[config.mk]
export PLATFORM = sky130hd
export DESIGN_NAME = flash_probe_seq
export DESIGN_NICKNAME = d
export VERILOG_FILES = /design/src/rtl/flash_probe_pkg.sv /design/src/rtl/probe_op_table.sv /design/src/rtl/probe_bus_engine.sv /design/src/rtl/probe_capture_bank.sv /design/src/rtl/flash_probe_seq.sv
export SDC_FILE = /design/constraint.sdc
export NUM_CORES = 1
export LEC_CHECK = 0
export BUFFER_PORTS_ARGS = -buffer_cell sky130_fd_sc_hd__buf_2
export CAP_MARGIN = 20
export CELL_PAD_IN_SITES_DETAIL_PLACEMENT = 1
export CELL_PAD_IN_SITES_GLOBAL_PLACEMENT = 1
export CORE_MARGIN = 3
export CORE_UTILIZATION = 36
export DETAILED_ROUTE_END_ITERATION = 10
export PLACE_DENSITY_LB_ADDON = 0.1
export SLEW_MARGIN = 30
export SYNTH_ARGS = -nofsm -noshare
export SYNTH_HDL_FRONTEND = slang
export SYNTH_SLANG_ARGS = --single-unit
[constraint.sdc]
create_clock -name clk -period 2.67 [get_ports clk]
set_input_delay 0.534 -clock clk [delete_from_list [all_inputs] [get_ports clk]]
set_output_delay 0.534 -clock clk [all_outputs]
set_load 0.02 [all_outputs]
[src/rtl/flash_probe_pkg.sv]
package flash_probe_pkg;

  localparam int BYTE_W   = 8;
  localparam int NUM_OPS  = 12;
  localparam int NUM_SLOTS = 4;

  localparam logic [15:0] UNLOCK_ADDR_A = 16'h5555;
  localparam logic [15:0] UNLOCK_ADDR_B = 16'h2AAA;
  localparam logic [7:0]  KEY_A         = 8'hAA;
  localparam logic [7:0]  KEY_B         = 8'h55;
  localparam logic [7:0]  CMD_QUERY     = 8'h98;
  localparam logic [7:0]  CMD_IDENT     = 8'h90;
  localparam logic [7:0]  CMD_ARRAY     = 8'hF0;
  localparam logic [15:0] VER_MAJ_OFS   = 16'd3;
  localparam logic [15:0] VER_MIN_OFS   = 16'd4;

  typedef enum logic [1:0] {
    DEV_X8   = 2'd0,
    DEV_X16  = 2'd1,
    DEV_X32  = 2'd2,
    DEV_RSVD = 2'd3
  } dev_type_e;

  typedef enum logic [1:0] {
    SLOT_VMAJ = 2'd0,
    SLOT_VMIN = 2'd1,
    SLOT_MFR  = 2'd2,
    SLOT_DEV  = 2'd3
  } cap_slot_e;

  typedef struct packed {
    logic        is_read;
    logic        rel;
    logic [1:0]  slot;
    logic [15:0] addr;
    logic [7:0]  data;
  } probe_op_t;

endpackage

[src/rtl/probe_op_table.sv]
module probe_op_table
  import flash_probe_pkg::*;
#(
  parameter int IDX_W = 4
) (
  input  logic [IDX_W-1:0] idx,
  output probe_op_t        op
);

  function automatic probe_op_t mk_wr(logic [15:0] a, logic [7:0] d);
    probe_op_t o;
    o.is_read = 1'b0;
    o.rel     = 1'b0;
    o.slot    = SLOT_VMAJ;
    o.addr    = a;
    o.data    = d;
    return o;
  endfunction

  function automatic probe_op_t mk_rd(logic r, logic [15:0] a, cap_slot_e s);
    probe_op_t o;
    o.is_read = 1'b1;
    o.rel     = r;
    o.slot    = s;
    o.addr    = a;
    o.data    = 8'h00;
    return o;
  endfunction

  always_comb begin
    case (idx)
      IDX_W'(0):  op = mk_wr(UNLOCK_ADDR_A, KEY_A);
      IDX_W'(1):  op = mk_wr(UNLOCK_ADDR_B, KEY_B);
      IDX_W'(2):  op = mk_wr(UNLOCK_ADDR_A, CMD_QUERY);
      IDX_W'(3):  op = mk_rd(1'b1, VER_MAJ_OFS, SLOT_VMAJ);
      IDX_W'(4):  op = mk_rd(1'b1, VER_MIN_OFS, SLOT_VMIN);
      IDX_W'(5):  op = mk_wr(UNLOCK_ADDR_A, CMD_ARRAY);
      IDX_W'(6):  op = mk_wr(UNLOCK_ADDR_A, KEY_A);
      IDX_W'(7):  op = mk_wr(UNLOCK_ADDR_B, KEY_B);
      IDX_W'(8):  op = mk_wr(UNLOCK_ADDR_A, CMD_IDENT);
      IDX_W'(9):  op = mk_rd(1'b0, 16'd0, SLOT_MFR);
      IDX_W'(10): op = mk_rd(1'b0, 16'd1, SLOT_DEV);
      default:    op = mk_wr(UNLOCK_ADDR_A, CMD_ARRAY);
    endcase
  end

endmodule

[src/rtl/probe_bus_engine.sv]
module probe_bus_engine #(
  parameter int ADDR_W   = 16,
  parameter int DATA_W   = 16,
  parameter int BYTE_W   = 8,
  parameter int WR_SETUP = 2,
  parameter int WR_HOLD  = 1,
  parameter int RD_LAT   = 1
) (
  input  logic              clk,
  input  logic              rst,
  input  logic              go,
  input  logic              go_read,
  input  logic [ADDR_W-1:0] go_addr,
  input  logic [BYTE_W-1:0] go_data,
  output logic [ADDR_W-1:0] bus_addr,
  output logic [DATA_W-1:0] bus_wdata,
  output logic              bus_we,
  output logic              bus_re,
  input  logic [DATA_W-1:0] bus_rdata,
  output logic              op_done,
  output logic [BYTE_W-1:0] rd_byte
);

  localparam int SPAN  = WR_SETUP + WR_HOLD + RD_LAT + 2;
  localparam int CNT_W = $clog2(SPAN) + 1;
  localparam logic [CNT_W-1:0] STROBE_AT = CNT_W'(WR_SETUP - 1);
  localparam logic [CNT_W-1:0] WR_END    = CNT_W'(WR_SETUP + WR_HOLD);
  localparam logic [CNT_W-1:0] RD_END    = CNT_W'(RD_LAT);

  typedef enum logic [1:0] {E_IDLE, E_WRITE, E_READ} eng_st_e;

  eng_st_e          st;
  logic [CNT_W-1:0] cnt;
  logic             unused_rd_hi;

  assign unused_rd_hi = ^bus_rdata[DATA_W-1:BYTE_W];

  always_ff @(posedge clk) begin
    if (rst) begin
      st        <= E_IDLE;
      cnt       <= '0;
      bus_addr  <= '0;
      bus_wdata <= '0;
      bus_we    <= 1'b0;
      bus_re    <= 1'b0;
      op_done   <= 1'b0;
      rd_byte   <= '0;
    end else begin
      bus_we  <= 1'b0;
      bus_re  <= 1'b0;
      op_done <= 1'b0;
      case (st)
        E_IDLE: begin
          if (go) begin
            bus_addr <= go_addr;
            cnt      <= '0;
            if (go_read) begin
              st     <= E_READ;
              bus_re <= 1'b1;
            end else begin
              st        <= E_WRITE;
              bus_wdata <= DATA_W'(go_data);
            end
          end
        end
        E_WRITE: begin
          cnt <= cnt + 1'b1;
          if (cnt == STROBE_AT) bus_we <= 1'b1;
          if (cnt == WR_END) begin
            st      <= E_IDLE;
            op_done <= 1'b1;
          end
        end
        E_READ: begin
          cnt <= cnt + 1'b1;
          if (cnt == RD_END) begin
            rd_byte <= bus_rdata[BYTE_W-1:0];
            st      <= E_IDLE;
            op_done <= 1'b1;
          end
        end
        default: st <= E_IDLE;
      endcase
    end
  end

endmodule

[src/rtl/probe_capture_bank.sv]
module probe_capture_bank #(
  parameter int NUM_SLOTS = 4,
  parameter int BYTE_W    = 8,
  localparam int SLOT_W   = $clog2(NUM_SLOTS)
) (
  input  logic                               clk,
  input  logic                               rst,
  input  logic                               clr,
  input  logic                               wr_en,
  input  logic [SLOT_W-1:0]                  wr_slot,
  input  logic [BYTE_W-1:0]                  wr_byte,
  output logic [NUM_SLOTS-1:0][BYTE_W-1:0]   slots_q
);

  for (genvar g = 0; g < NUM_SLOTS; g++) begin : g_slot
    always_ff @(posedge clk) begin
      if (rst || clr) begin
        slots_q[g] <= '0;
      end else if (wr_en && (wr_slot == SLOT_W'(g))) begin
        slots_q[g] <= wr_byte;
      end
    end
  end

endmodule

[src/rtl/flash_probe_seq.sv]
module flash_probe_seq
  import flash_probe_pkg::*;
#(
  parameter int ADDR_W   = 16,
  parameter int DATA_W   = 16,
  parameter int WR_SETUP = 2,
  parameter int WR_HOLD  = 1,
  parameter int RD_LAT   = 1
) (
  input  logic              clk,
  input  logic              rst,
  input  logic              start,
  input  logic [1:0]        dev_type,
  input  logic [ADDR_W-1:0] tbl_base,
  output logic [ADDR_W-1:0] mem_addr,
  output logic [DATA_W-1:0] mem_wdata,
  output logic              mem_we,
  output logic              mem_re,
  input  logic [DATA_W-1:0] mem_rdata,
  output logic              busy,
  output logic              done,
  output logic              err,
  output logic [7:0]        ver_major,
  output logic [7:0]        ver_minor,
  output logic [7:0]        mfr_code,
  output logic [7:0]        dev_code
);

  localparam int IDX_W  = $clog2(NUM_OPS);
  localparam int SLOT_W = $clog2(NUM_SLOTS);
  localparam logic [IDX_W-1:0] LAST_IDX = IDX_W'(NUM_OPS - 1);

  typedef enum logic [1:0] {T_IDLE, T_ISSUE, T_WAIT} top_st_e;

  top_st_e                         st;
  logic [IDX_W-1:0]                idx;
  probe_op_t                       op;
  logic                            go;
  logic [ADDR_W-1:0]               go_addr;
  logic                            op_done;
  logic [BYTE_W-1:0]               rd_byte;
  logic                            accept;
  logic                            cap_we;
  logic [NUM_SLOTS-1:0][BYTE_W-1:0] caps;

  probe_op_table #(.IDX_W(IDX_W)) u_table (
    .idx (idx),
    .op  (op)
  );

  assign go      = (st == T_ISSUE);
  assign go_addr = op.rel ? (tbl_base + ADDR_W'(op.addr)) : ADDR_W'(op.addr);
  assign accept  = (st == T_IDLE) && start;
  assign cap_we  = (st == T_WAIT) && op_done && op.is_read;

  probe_bus_engine #(
    .ADDR_W   (ADDR_W),
    .DATA_W   (DATA_W),
    .BYTE_W   (BYTE_W),
    .WR_SETUP (WR_SETUP),
    .WR_HOLD  (WR_HOLD),
    .RD_LAT   (RD_LAT)
  ) u_engine (
    .clk       (clk),
    .rst       (rst),
    .go        (go),
    .go_read   (op.is_read),
    .go_addr   (go_addr),
    .go_data   (op.data),
    .bus_addr  (mem_addr),
    .bus_wdata (mem_wdata),
    .bus_we    (mem_we),
    .bus_re    (mem_re),
    .bus_rdata (mem_rdata),
    .op_done   (op_done),
    .rd_byte   (rd_byte)
  );

  probe_capture_bank #(
    .NUM_SLOTS (NUM_SLOTS),
    .BYTE_W    (BYTE_W)
  ) u_caps (
    .clk     (clk),
    .rst     (rst),
    .clr     (accept),
    .wr_en   (cap_we),
    .wr_slot (SLOT_W'(op.slot)),
    .wr_byte (rd_byte),
    .slots_q (caps)
  );

  assign ver_major = caps[SLOT_VMAJ];
  assign ver_minor = caps[SLOT_VMIN];
  assign mfr_code  = caps[SLOT_MFR];
  assign dev_code  = caps[SLOT_DEV];

  always_ff @(posedge clk) begin
    if (rst) begin
      st   <= T_IDLE;
      idx  <= '0;
      busy <= 1'b0;
      done <= 1'b0;
      err  <= 1'b0;
    end else begin
      done <= 1'b0;
      case (st)
        T_IDLE: begin
          if (start) begin
            if (dev_type == DEV_X16) begin
              busy <= 1'b1;
              err  <= 1'b0;
              idx  <= '0;
              st   <= T_ISSUE;
            end else begin
              done <= 1'b1;
              err  <= 1'b1;
            end
          end
        end
        T_ISSUE: st <= T_WAIT;
        T_WAIT: begin
          if (op_done) begin
            if (idx == LAST_IDX) begin
              st   <= T_IDLE;
              busy <= 1'b0;
              done <= 1'b1;
            end else begin
              idx <= idx + 1'b1;
              st  <= T_ISSUE;
            end
          end
        end
        default: st <= T_IDLE;
      endcase
    end
  end

endmodule

* Word level (Yosys, flattened, before mapping) *
Memory sizes are Yosys's and may differ from the RTL's. A register that Yosys moved wholly into a read port is not among the register bits.
Cells that the tools add are included.

word-level totals
  output and inout bits = 69
  register bits = 82
  ROM bits = 432
  word-level logic and storage cells = 103
  memories kept = 1
  input port bits = 37

cells by class
  bitwise logic cells = 4
  $add $sub $neg = 3
  eq/ne operators = 19
  reduce and logical (&&, ||, !) cells = 25
  multiplexer cells = 34

memory list
  memory            words  bits a word  read ports  clocked after Yosys merged registers in  wr ports  line                  source
  (name not given)  16     27           1           1                                        0         probe_op_table.sv:31  case (idx)

operators by type and width
  cell                                                             number
  4-bit 2-to-1 mux                                                 7
  16-bit adder                                                     1
  16-bit 2-to-1 mux                                                1
  4-bit one-hot mux with 2 select lines                            2
  2-bit 2-to-1 mux                                                 7
  1-bit 2-to-1 mux                                                 12
  2-bit one-hot mux with 3 select lines                            2
  2-bit by 1-bit != test with 1-bit output, second input constant  5
  5-bit AND reduction                                              2
  3-bit AND reduction                                              3
  4-bit by 1-bit adder with 4-bit output, second input constant    2
  2-bit by 1-bit == test with 1-bit output, second input constant  4
  2-bit == test, second input constant                             4
  2-bit AND reduction                                              4
  1-bit logical AND                                                7
  2-bit logical NOT                                                3
  2-bit != test, second input constant                             3
  1-bit one-hot mux with 2 select lines                            3
  4-bit by 1-bit == test with 1-bit output, second input constant  1
  4-bit by 2-bit == test with 1-bit output, second input constant  1
  4-bit == test, second input constant                             1
  1-bit NOT                                                        4
  2-bit nonzero test                                               2
  2-bit OR reduction                                               2
  other kinds (2)                                                  2

* Logic depth before layout (Yosys ltp) *
Gate-level depths: netlist of the first run.

  depth after elaboration = 6
  mapped depth = 11

* By module *
A second synthesis of the first run with hierarchy kept.

unflattened totals
  cells, all modules = 549
  area total of the unflattened synthesis = 4,813.4 µm²

by module, submodules not included
  module              area an instance (µm²)  cells an instance  instances  sequential area each (µm²)
  probe_bus_engine    1,637.8                 205                1          820.8
  probe_capture_bank  1,398.8                 120                1          640.6
  flash_probe_seq     1,321.3                 164                1          180.2
  probe_op_table      455.4                   60                 1          0.0

* Worst setup path before layout of the first run *
No wires, ideal clock.

  path kind = input-to-reg
  start = in tbl_base[0]
  end = reg u_engine.bus_addr[14]
  arrival time = 2,487 ps
  path buffers = 0
  required time = 2,550 ps
  setup time = 120 ps
  slack = 64 ps
  stages = 8
  cells stage by stage = ha_1 -> fa_1 -> a211oi_2 -> o21ai_1 -> a221o_1 -> o41ai_2 -> a211oi_1 -> a211o_1

on the way
  word-level cells in the longest chain between the ends = 2

RTL lines
  element               line                    source
  from (decl)           flash_probe_seq.sv:14   input logic [ADDR_W-1:0] tbl_base,
  16-bit adder          flash_probe_seq.sv:52   assign go_addr = op.rel ? (tbl_base + ADDR_W'(op.addr)) : ADDR_W'(op.addr);
  16-bit 2-to-1 mux     flash_probe_seq.sv:52
  to (signal assigned)  probe_bus_engine.sv:55  bus_addr <= go_addr;
  to (decl)             probe_bus_engine.sv:15  output logic [ADDR_W-1:0] bus_addr,

No other way between the ends.
A chain may end at the register's enable or synchronous reset.

* Final worst setup path of the first run *
  start = reg u_table.op[8] (netlist name)
  end = reg u_engine.bus_addr[14]

on the way
  word-level cells in the longest chain between the ends = 2

RTL lines
  element            line
  16-bit adder       flash_probe_seq.sv:52
  16-bit 2-to-1 mux  flash_probe_seq.sv:52

No other way between the ends.

==> impl_metrics.toml, run 1 <==
[run_status]
status = "finished clean"

[place]
hpwl_um = 9248
dp_cells = 760
portBuffers = 89
gp_congestion = 0.8385

[timing]
finalClockSkew_ns = 0.01302
period_share_pct = 95.15
fin_crit_ns = 2.540
max_freq_ghz = 0.3936
final_hold_viol_count = 0
worst_pin_slew_ns = 0.6323
rsz0062_at_grt = "false"
final_max_slew_viol_count = 0
setup_violations = 0
max_slew_margin_pct = 57.73

[floorplan]
top_level_ports = 106
core_sq_um = 12210
initial_utilization_pct = 37.36
die_x_um = 118.6
row_count = 40
die_area_sq_um = 14060
die_h_um = 118.6

[cells_and_area]
layout-drive-gt1-share_pct = 22.20
syn_to_final_growth_pct = 20.79
layout_commonest_cell = "dfxtp_1"
final.fill_count = 1501
mostFrequentLayoutCells = "dfxtp_1, buf_2, nor2_1"
fin_nets = 668
layout.cells.non_filler = 776
diodes = 0

[worst_setup_path]
cp.buffers_inverters = 0
worstPathMaxFanout = 2
rr_worst_depth = 8
cpMaxStageDelayCell = "fa_1"
crit_arrival_ns = 2.77
critical-path-top-delay-family = "compound AO/OA/AOI/OAI gates"
reg2reg_from = "u_table.op[8]"
crit_type = "reg -> reg"
startpoint_type = "flop"
path_cells = "ha_1, fa_1, a211oi_2, o21ai_1, a221o_1, o41ai_2, a211oi_1, a211o_1"
crit_path_end_kind = "flop"
critPathRequiredTime_ns = 2.90
timing.rr.end = "u_engine.bus_addr[14]"
max_stage_delay_ns = 0.42
rrSetupSlack_ns = 0.13

[clock_network]
cts_hold_buffers = 0
cts-resized-gates = 0
clock_sinks = 95
clockRootBuffer = "clkbuf_16"
cts_tree = "built"
cts_buffer_depth = 2
numCtsBuffers = 9
post-cts-setup-buffers = 0
path_clk_slew_ns = 0.08
clk_latency_ns = 0.35
htreeDepth = 3

[hold_path]
holdCritStartpoint = "mem_rdata[3]"
worst_hold_path_type = "in -> reg"
holdPathEnd = "u_engine.rd_byte[3]"
hold_path_depth = 3

[synthesis]
synth_cell_types = 59
seq_area_frac_synth_pct = 41.69
synth-seq-cells = 95
synth-edff-count = 0
netlist_instances = 509
ys.flop_type = "dfxtp_1"
synthArstFlopShare_pct = 0
yosysWarnings = 0
syn_avg_cell_area_sq_um = 8.962
synthesis.area_sq_um = 4562

[power_and_ir_drop]
leakage_nw = 2.372
ir_drop_v = 0.0002775
clkPwrFrac_pct = 43.9
power_mw = 3.070
p_per_area_nw_per_um2 = 557.2
p_sw_mw = 0.7829
intPower_mw = 2.287
comb_power_share_pct = 9.1
p_seq_share_pct = 47.0
p_sw_share_pct = 25.50

[detailed_routing]
avgRoutedWirePerCell_um = 15.81
drt_first_pass_iters = 4
drt_iter0_drc = 156
drc_errors = 0
wl_um = 12270
ant_nets = 0
vias = 3931
met2WireLength_um = 6000
wl_met3_um = 506
top_layer_used = "met4"
wl_met1_um = 5585
viasPerCell = 5.066

[global_routing]
grt_usage_pct = 17.96
grt_pass1_vias = 4131
overflow = 0
grt_pass1_wl_um = 20600
grt_max_degree = 33
grt_antenna_before_repair = 0

[run]
maxCapViolCount = 0
==> cell type report <==
class,count,area (sq um),area share [%]
multi-input cells,381,2487,45.14
flip-flops and latches,95,1902,34.51
repair buffers,103,550.5,9.991
clock buffers,9,225.2,4.087
well taps,168,210.2,3.815
clock inverters,7,81.33,1.476
inverters,13,53.80,0.9764
==> registers in the layout (all words and copies together) (netlist names) <==
signal,flops
u_engine.bus_wdata,7
err,1
u_engine.rd_byte,8
u_engine.st,2
u_engine.op_done,1
u_engine.cnt,4
u_caps.slots_q,32
busy,1
u_table.op,14
u_engine.bus_re,1
u_engine.bus_addr,16
st,2
done,1
u_engine.bus_we,1
idx,4
==> routing by layer <==
metal | GRT usage, % | vias to the layer above
met4 | 5.286 | 0
met2 | 30.98 | 67
met3 | 3.971 | 15
li1 | - | 1964
met5 | 0 | -
met1 | 22.41 | 1885
==> worst register-to-register path: stages (launching register included) <==
cell and delay, ns:
dfxtp_1 0.33, ha_1 0.21, fa_1 0.42, a211oi_2 0.22, o21ai_1 0.13, a221o_1 0.35
o41ai_2 0.38, a211oi_1 0.13, a211o_1 0.24
==> power groups by stage <==
stage | Sequential [mW] | Clock, mW | Combinational, mW
final | 1.44 | 1.35 | 0.279
after global routing | 1.45 | 1.45 | 0.310
after CTS | 1.44 | 1.38 | 0.281
after detailed placement | 1.48 | 0 | 0.279
after global placement | 1.48 | 0 | 0.271
after floorplan | 1.49 | 0 | 0.181
==> cell usage after synthesis, types with 3 or more instances <==
library cell	instances	share of area, %
dfxtp_1	95	42
nor2_1	65	5.3
a21oi_1	53	5.8
nand2_1	42	3.5
mux2i_1	37	8.1
ha_1	27	7.4
o21ai_0	24	2.6
clkbuf_1	12	0.99
inv_1	12	0.99
nand2b_1	12	1.6
a211oi_1	10	1.6
buf_4	9	1.5
nor3_1	8	0.88
xnor2_1	7	1.3
xor2_1	7	1.3
nand3_1	6	0.66
and3_1	5	0.69
o22ai_1	5	0.69
a21o_1	4	0.66
a22oi_1	4	0.66
nor3b_1	4	0.66
a211o_1	3	0.58
and2_1	3	0.41
buf_1	3	0.25
nand3b_1	3	0.49
nor2b_1	3	0.41
==> worst max-delay path by stage <==
stage                  startpoint  cells past startpoint                     to  slack (ns)
finish              u_table.op[8]                      8  u_engine.bus_addr[14]        0.13
global route        u_table.op[8]                      8  u_engine.bus_addr[14]        0.01
CTS                 u_table.op[8]                      8  u_engine.bus_addr[14]        0.14
detailed placement    tbl_base[0]                      9  u_engine.bus_addr[14]       -0.18
global placement      tbl_base[0]                      9  u_engine.bus_addr[14]       -0.10
floorplan             tbl_base[0]                      8  u_engine.bus_addr[14]        0.06
==> per-stage QoR <==
step / hold slack [ns] / setup WS, ns / utilization, % / instance area [sq um] / setup TNS [ns]
after floorplan: 0.4174 / 0.06362 / - / 4588 / 0
after global placement: 0.4318 / -0.1029 / 42.61 / 5204 / -0.1029
after detailed placement: 0.4345 / -0.1763 / 42.61 / 5204 / -0.2294
after CTS: 0.4077 / 0.1394 / 45.12 / 5510 / 0
after global routing: 0.4179 / 0.009760 / 45.12 / 5510 / 0
final: 0.4181 / 0.1295 / 45.12 / 5510 / 0
==> cell families (layout without fill, tap and decap cells) <==
kind of cell | Yosys count | in the layout | synth area share [%]
buf+inv | 40 | 132 | 4.361
simple gates | 169 | 169 | 18.35
xor+xnor | 14 | 14 | 2.688
mux | 37 | 37 | 8.119
flops | 95 | 95 | 41.69
other cells | 1 | 8 | 0.08220
compound gates | 125 | 125 | 16.87
fa+ha+maj | 28 | 28 | 7.844
Power figures use the tool's default switching activity.
==> run 2: changes to the inputs <==
CELL_PAD_IN_SITES_GLOBAL_PLACEMENT = 2   (was 1)
CORE_UTILIZATION = 29   (was 36)
SLEW_MARGIN = unset   (was 30)
==> run 2 against run 1 <==
Compared with the run above: via count fell by 1.2%; combinational power rose by 1%; maximum frequency rose by 1.1%; sequential share of layout area fell by 0.57 points; total power fell by 1.9%; worst setup slack improved by 0.028 ns; non-clock buffer count rose by 6; core utilization fell by 8.5 points; register-to-register slack improved by 0.03 ns; count of clock-buffer cells in the layout did not move; critical endpoint unchanged.
==> impl_metrics.toml, run 2 (same netlist as run 1, synthesis figures left out) <==
[run_status]
status = "finished clean"

[timing]
period_share_pct = 94.08
setup_ws_ns = 0.1580
fin_crit_ns = 2.512
finalClockSkew_ns = 0.01106
worst_pin_slew_ns = 0.6220
final_hold_viol_count = 0
setup_violations = 0
max_slew_margin_pct = 58.38
final_max_slew_viol_count = 0
rsz0062_at_grt = "false"
max_freq_ghz = 0.3981

[detailed_routing]
drt_iter0_drc = 176
avgRoutedWirePerCell_um = 15.63
drt_first_pass_iters = 4
drc_errors = 0
vias = 3884
viasPerCell = 4.708
ant_nets = 0
wl_um = 12900

[floorplan]
row_count = 45
die_area_sq_um = 17270
die_h_um = 131.4
initial_utilization_pct = 29.79
top_level_ports = 106
die_x_um = 131.4
core_sq_um = 15310

[clock_network]
post-cts-setup-buffers = 0
cts_hold_buffers = 0
clk_latency_ns = 0.35
path_clk_slew_ns = 0.08
numCtsBuffers = 9
cts_buffer_depth = 2
htreeDepth = 3
clock_sinks = 95
cts-resized-gates = 0
cts_tree = "built"
clockRootBuffer = "clkbuf_16"

[worst_setup_path]
path_cells = "ha_1, fa_1, a211oi_2, o21ai_1, a221o_1, o41ai_2, a211oi_1, a211o_1"
max_stage_delay_ns = 0.41
critPathRequiredTime_ns = 2.91
cpMaxStageDelayCell = "fa_1"
rrSetupSlack_ns = 0.16
crit_type = "reg -> reg"
startpoint_type = "flop"
cp.buffers_inverters = 0
crit_arrival_ns = 2.75
crit_path_end_kind = "flop"
worstPathMaxFanout = 2
critical-path-top-delay-family = "compound AO/OA/AOI/OAI gates"

[global_routing]
grt_pass1_vias = 3916
overflow = 0
grt_antenna_before_repair = 0
grt_pass1_wl_um = 20620
grt_usage_pct = 14.81
grt_max_degree = 33

[place]
placed_area_sq_um = 5308
gp_congestion = 0.7885
portBuffers = 89
pre_cts_ws_ns = -0.1571
hpwl_um = 9863

[power_and_ir_drop]
ir_drop_v = 0.0002771
leakage_nw = 2.394
power_mw = 3.011
p_per_area_nw_per_um2 = 537.4

[cells_and_area]
mostFrequentLayoutCells = "dfxtp_1, buf_2, nor2_1"
layout-drive-gt1-share_pct = 23.13
regMostFlops = "u_caps.slots_q"
largest_reg_flops = 32
final_cell_area_sq_um = 5603
multi_input_area_sq_um = 2492
syn_to_final_growth_pct = 22.82
diodes = 0
final.fill_count = 1824
layout_commonest_cell = "dfxtp_1"
fin_nets = 674
regArea_sq_um = 1902

[hold_path]
worst_hold_path_type = "in -> reg"

[run]
maxCapViolCount = 0
## run 2: routing by layer
metal / vias to the layer above / part of all wire [%] / GRT usage [%] / routed length (um)
met5: - / 0 / 0 / 0
met4: 0 / 1.0 / 4.142 / 130
met3: 8 / 3.4 / 3.446 / 434
met2: 60 / 46 / 23.78 / 5927
met1: 1838 / 50 / 19.94 / 6404
li1: 1978 / - / - / -
## run 2: worst paths after layout
check,start,end,depth (start not counted)
setup / recovery,u_table.op[8],u_engine.bus_addr[14],8
hold / removal,mem_rdata[5],u_engine.rd_byte[5],3
setup reg to reg,u_table.op[8],u_engine.bus_addr[14],8
hold reg to reg,u_table.op[1],u_engine.bus_wdata[1],2
## run 2: power by group
group	total, mW	switching (mW)	internal, mW
clock network	1.28	0.626	0.659
logic	0.283	0.171	0.112
registers	1.44	0.0107	1.43
total	3.01	0.808	2.20
## run 2: worst reg2reg max path: stages, from the launching register on
cell	delay [ns]
dfxtp_1	0.32
ha_1	0.21
fa_1	0.41
a211oi_2	0.24
o21ai_1	0.13
a221o_1	0.37
o41ai_2	0.36
a211oi_1	0.13
a211o_1	0.23
## run 2: area by class of cell
cell class / instances / share of cell area (%)
Clock inverter: 7 / 1.251
Multi-Input combinational cell: 381 / 44.48
Inverter: 13 / 0.9603
Clock buffer: 9 / 4.020
Sequential cell: 95 / 33.94
Tap cell: 211 / 4.712
Timing Repair Buffer: 109 / 10.63
## run 2: metrics by stage
| stage | instances | TNS, ns | hold slack, ns | utilization [%] |
|---|---|---|---|---|
| global placement | 809 | -0.1469 | 0.4303 | 34.66 |
| floorplan | 516 | 0 | 0.4174 | - |
| CTS | 825 | 0 | 0.4060 | 36.59 |
| detailed placement | 809 | -0.1906 | 0.4365 | 34.66 |
| finish | 825 | 0 | 0.4200 | 36.59 |
| global route | 825 | 0 | 0.4167 | 36.59 |
==> run 3: changes to the inputs <==
BUFFER_PORTS_ARGS = unset   (was -buffer_cell sky130_fd_sc_hd__buf_2)
CORE_UTILIZATION = 34   (was 29)
DONT_BUFFER_PORTS = 1   (was unset)
==> run 3 against run 2 <==
Compared with the run above: core utilization increased by 2.8 points; die area down 14%; first-iteration DRC count up 24%; hold slack worse by 0.16 ns; count of clock-buffer cells in the layout is the same; worst setup slack got worse by 0.0093 ns; critical endpoint unchanged.
==> impl_metrics.toml, run 3 (same netlist as run 1, synthesis figures left out) <==
[floorplan]
die_area_sq_um = 14840
top_level_ports = 106
die_x_um = 121.8
core_sq_um = 12880
initial_utilization_pct = 35.43
die_h_um = 121.8
row_count = 41

[hold_path]
hold_path_depth = 1
worst_hold_path_type = "in -> reg"

[power_and_ir_drop]
p_per_area_nw_per_um2 = 595.7
leakage_nw = 1.912
p_sw_share_pct = 25.25
ir_drop_v = 0.0003197
power_mw = 3.023
comb_power_share_pct = 7.1
intPower_mw = 2.259
clkPwrFrac_pct = 44.6
p_sw_mw = 0.7632
p_seq_share_pct = 48.4

[worst_setup_path]
startpoint_type = "flop"
rr_worst_depth = 8
worstPathMaxFanout = 2
crit_path_end_kind = "flop"
crit_arrival_ns = 2.76
critPathRequiredTime_ns = 2.91
crit_type = "reg -> reg"

[cells_and_area]
regMostFlops = "u_caps.slots_q"
post-route-util_pct = 39.40
layout-drive-gt1-share_pct = 8.704
multi_input_area_sq_um = 2501
mostFrequentLayoutCells = "dfxtp_1, nor2_1, a21oi_1"
final.fill_count = 1528
fin_nets = 578
regArea_sq_um = 1902
largest_reg_flops = 32
layout_commonest_cell = "dfxtp_1"
syn_to_final_growth_pct = 11.22
diodes = 0

[timing]
hold_slack_ns = 0.2622
worst_pin_slew_ns = 0.6029
setup_violations = 0
max_slew_margin_pct = 59.77
final_hold_viol_count = 0
max_freq_ghz = 0.3966
finalClockSkew_ns = 0.008411
final_max_slew_viol_count = 0
period_share_pct = 94.43
setup_ws_ns = 0.1487
fin_crit_ns = 2.521
rsz0062_at_grt = "false"

[place]
pre_cts_ws_ns = -0.03710
gp_congestion = 0.8034
portBuffers = 0
hpwl_um = 8833

[global_routing]
overflow = 0
grt_pass1_wl_um = 19710
grt_max_degree = 53
grt_usage_pct = 16.78
grt_pass1_vias = 3602
grt_antenna_before_repair = 0

[run_status]
status = "finished clean"

[detailed_routing]
drt_iter0_drc = 218
ant_nets = 0
wl_um = 12140
drc_errors = 0
avgRoutedWirePerCell_um = 17.62
drt_first_pass_iters = 4
vias = 3558
viasPerCell = 5.164

[clock_network]
htreeDepth = 3
clock_sinks = 95
post-cts-setup-buffers = 0
cts_tree = "built"
clk_latency_ns = 0.35
cts_buffer_depth = 2
clockRootBuffer = "clkbuf_16"
path_clk_slew_ns = 0.07
numCtsBuffers = 9

[run]
maxCapViolCount = 0
-- run 3: cell types whose count changed in the layout (fill, tap and decap cells not counted), moves of 2 or more --
cell	change
buf_4	-7
inv_6	-3
inv_8	+2
buf_2	-89
-- run 3: metal layers --
| metal | up-vias | routed length [um] | GRT usage, % |
|---|---|---|---|
| li1 | 1775 | - | - |
| met1 | 1711 | 5840 | 22.96 |
| met2 | 60 | 5611 | 26.69 |
| met3 | 12 | 567 | 4.364 |
| met4 | 0 | 122 | 3.782 |
| met5 | - | 0 | 0 |
-- run 3: worst max-delay path, cell delays in order (launching register included) --
cell,delay [ns]
dfxtp_1,0.32
ha_1,0.20
fa_1,0.41
a211oi_2,0.23
o21ai_1,0.14
a221o_1,0.39
o41ai_4,0.37
a211oi_1,0.12
a211o_1,0.23
-- run 3: per-stage QoR --
step | area (sq um) | TNS [ns] | std cells
floorplan | 4588 | 0 | 516
global placement | 4756 | -0.04397 | 674
detailed placement | 4756 | -0.03710 | 674
CTS | 5060 | 0 | 689
global route | 5074 | 0 | 689
finish | 5074 | 0 | 689
-- run 3: worst paths after layout --
path | slack (ns) | endpoint | startpoint
setup reg to reg | 0.15 | u_engine.bus_addr[14] | u_table.op[8]
hold / removal | 0.26 | busy | rst
setup / recovery | 0.15 | u_engine.bus_addr[14] | u_table.op[8]
hold reg to reg | 0.44 | u_engine.bus_wdata[3] | u_table.op[3]
-- run 3: layout make-up --
class | count | share of cell area [%]
tap | 172 | 4.242
multi-input combinational | 381 | 49.30
clock buffer | 9 | 4.439
sequential | 95 | 37.48
timing repair buffer | 13 | 1.924
clock inverter | 6 | 1.554
inverter | 13 | 1.060
-- run 3: timing repair --
action,4_1_cts,5_1_grt
hold buffers,0,0
gates resized for setup,0,2
endpoints found under the setup margin,0,2
-- run 3: power groups by stage --
stage	Sequential (mW)	Clock, mW	Combinational, mW
3_3_place_gp	1.50	0	0.207
3_5_place_dp	1.50	0	0.210
2_1_floorplan	1.49	0	0.181
5_1_grt	1.46	1.45	0.241
6_report	1.46	1.35	0.213
4_1_cts	1.46	1.40	0.213
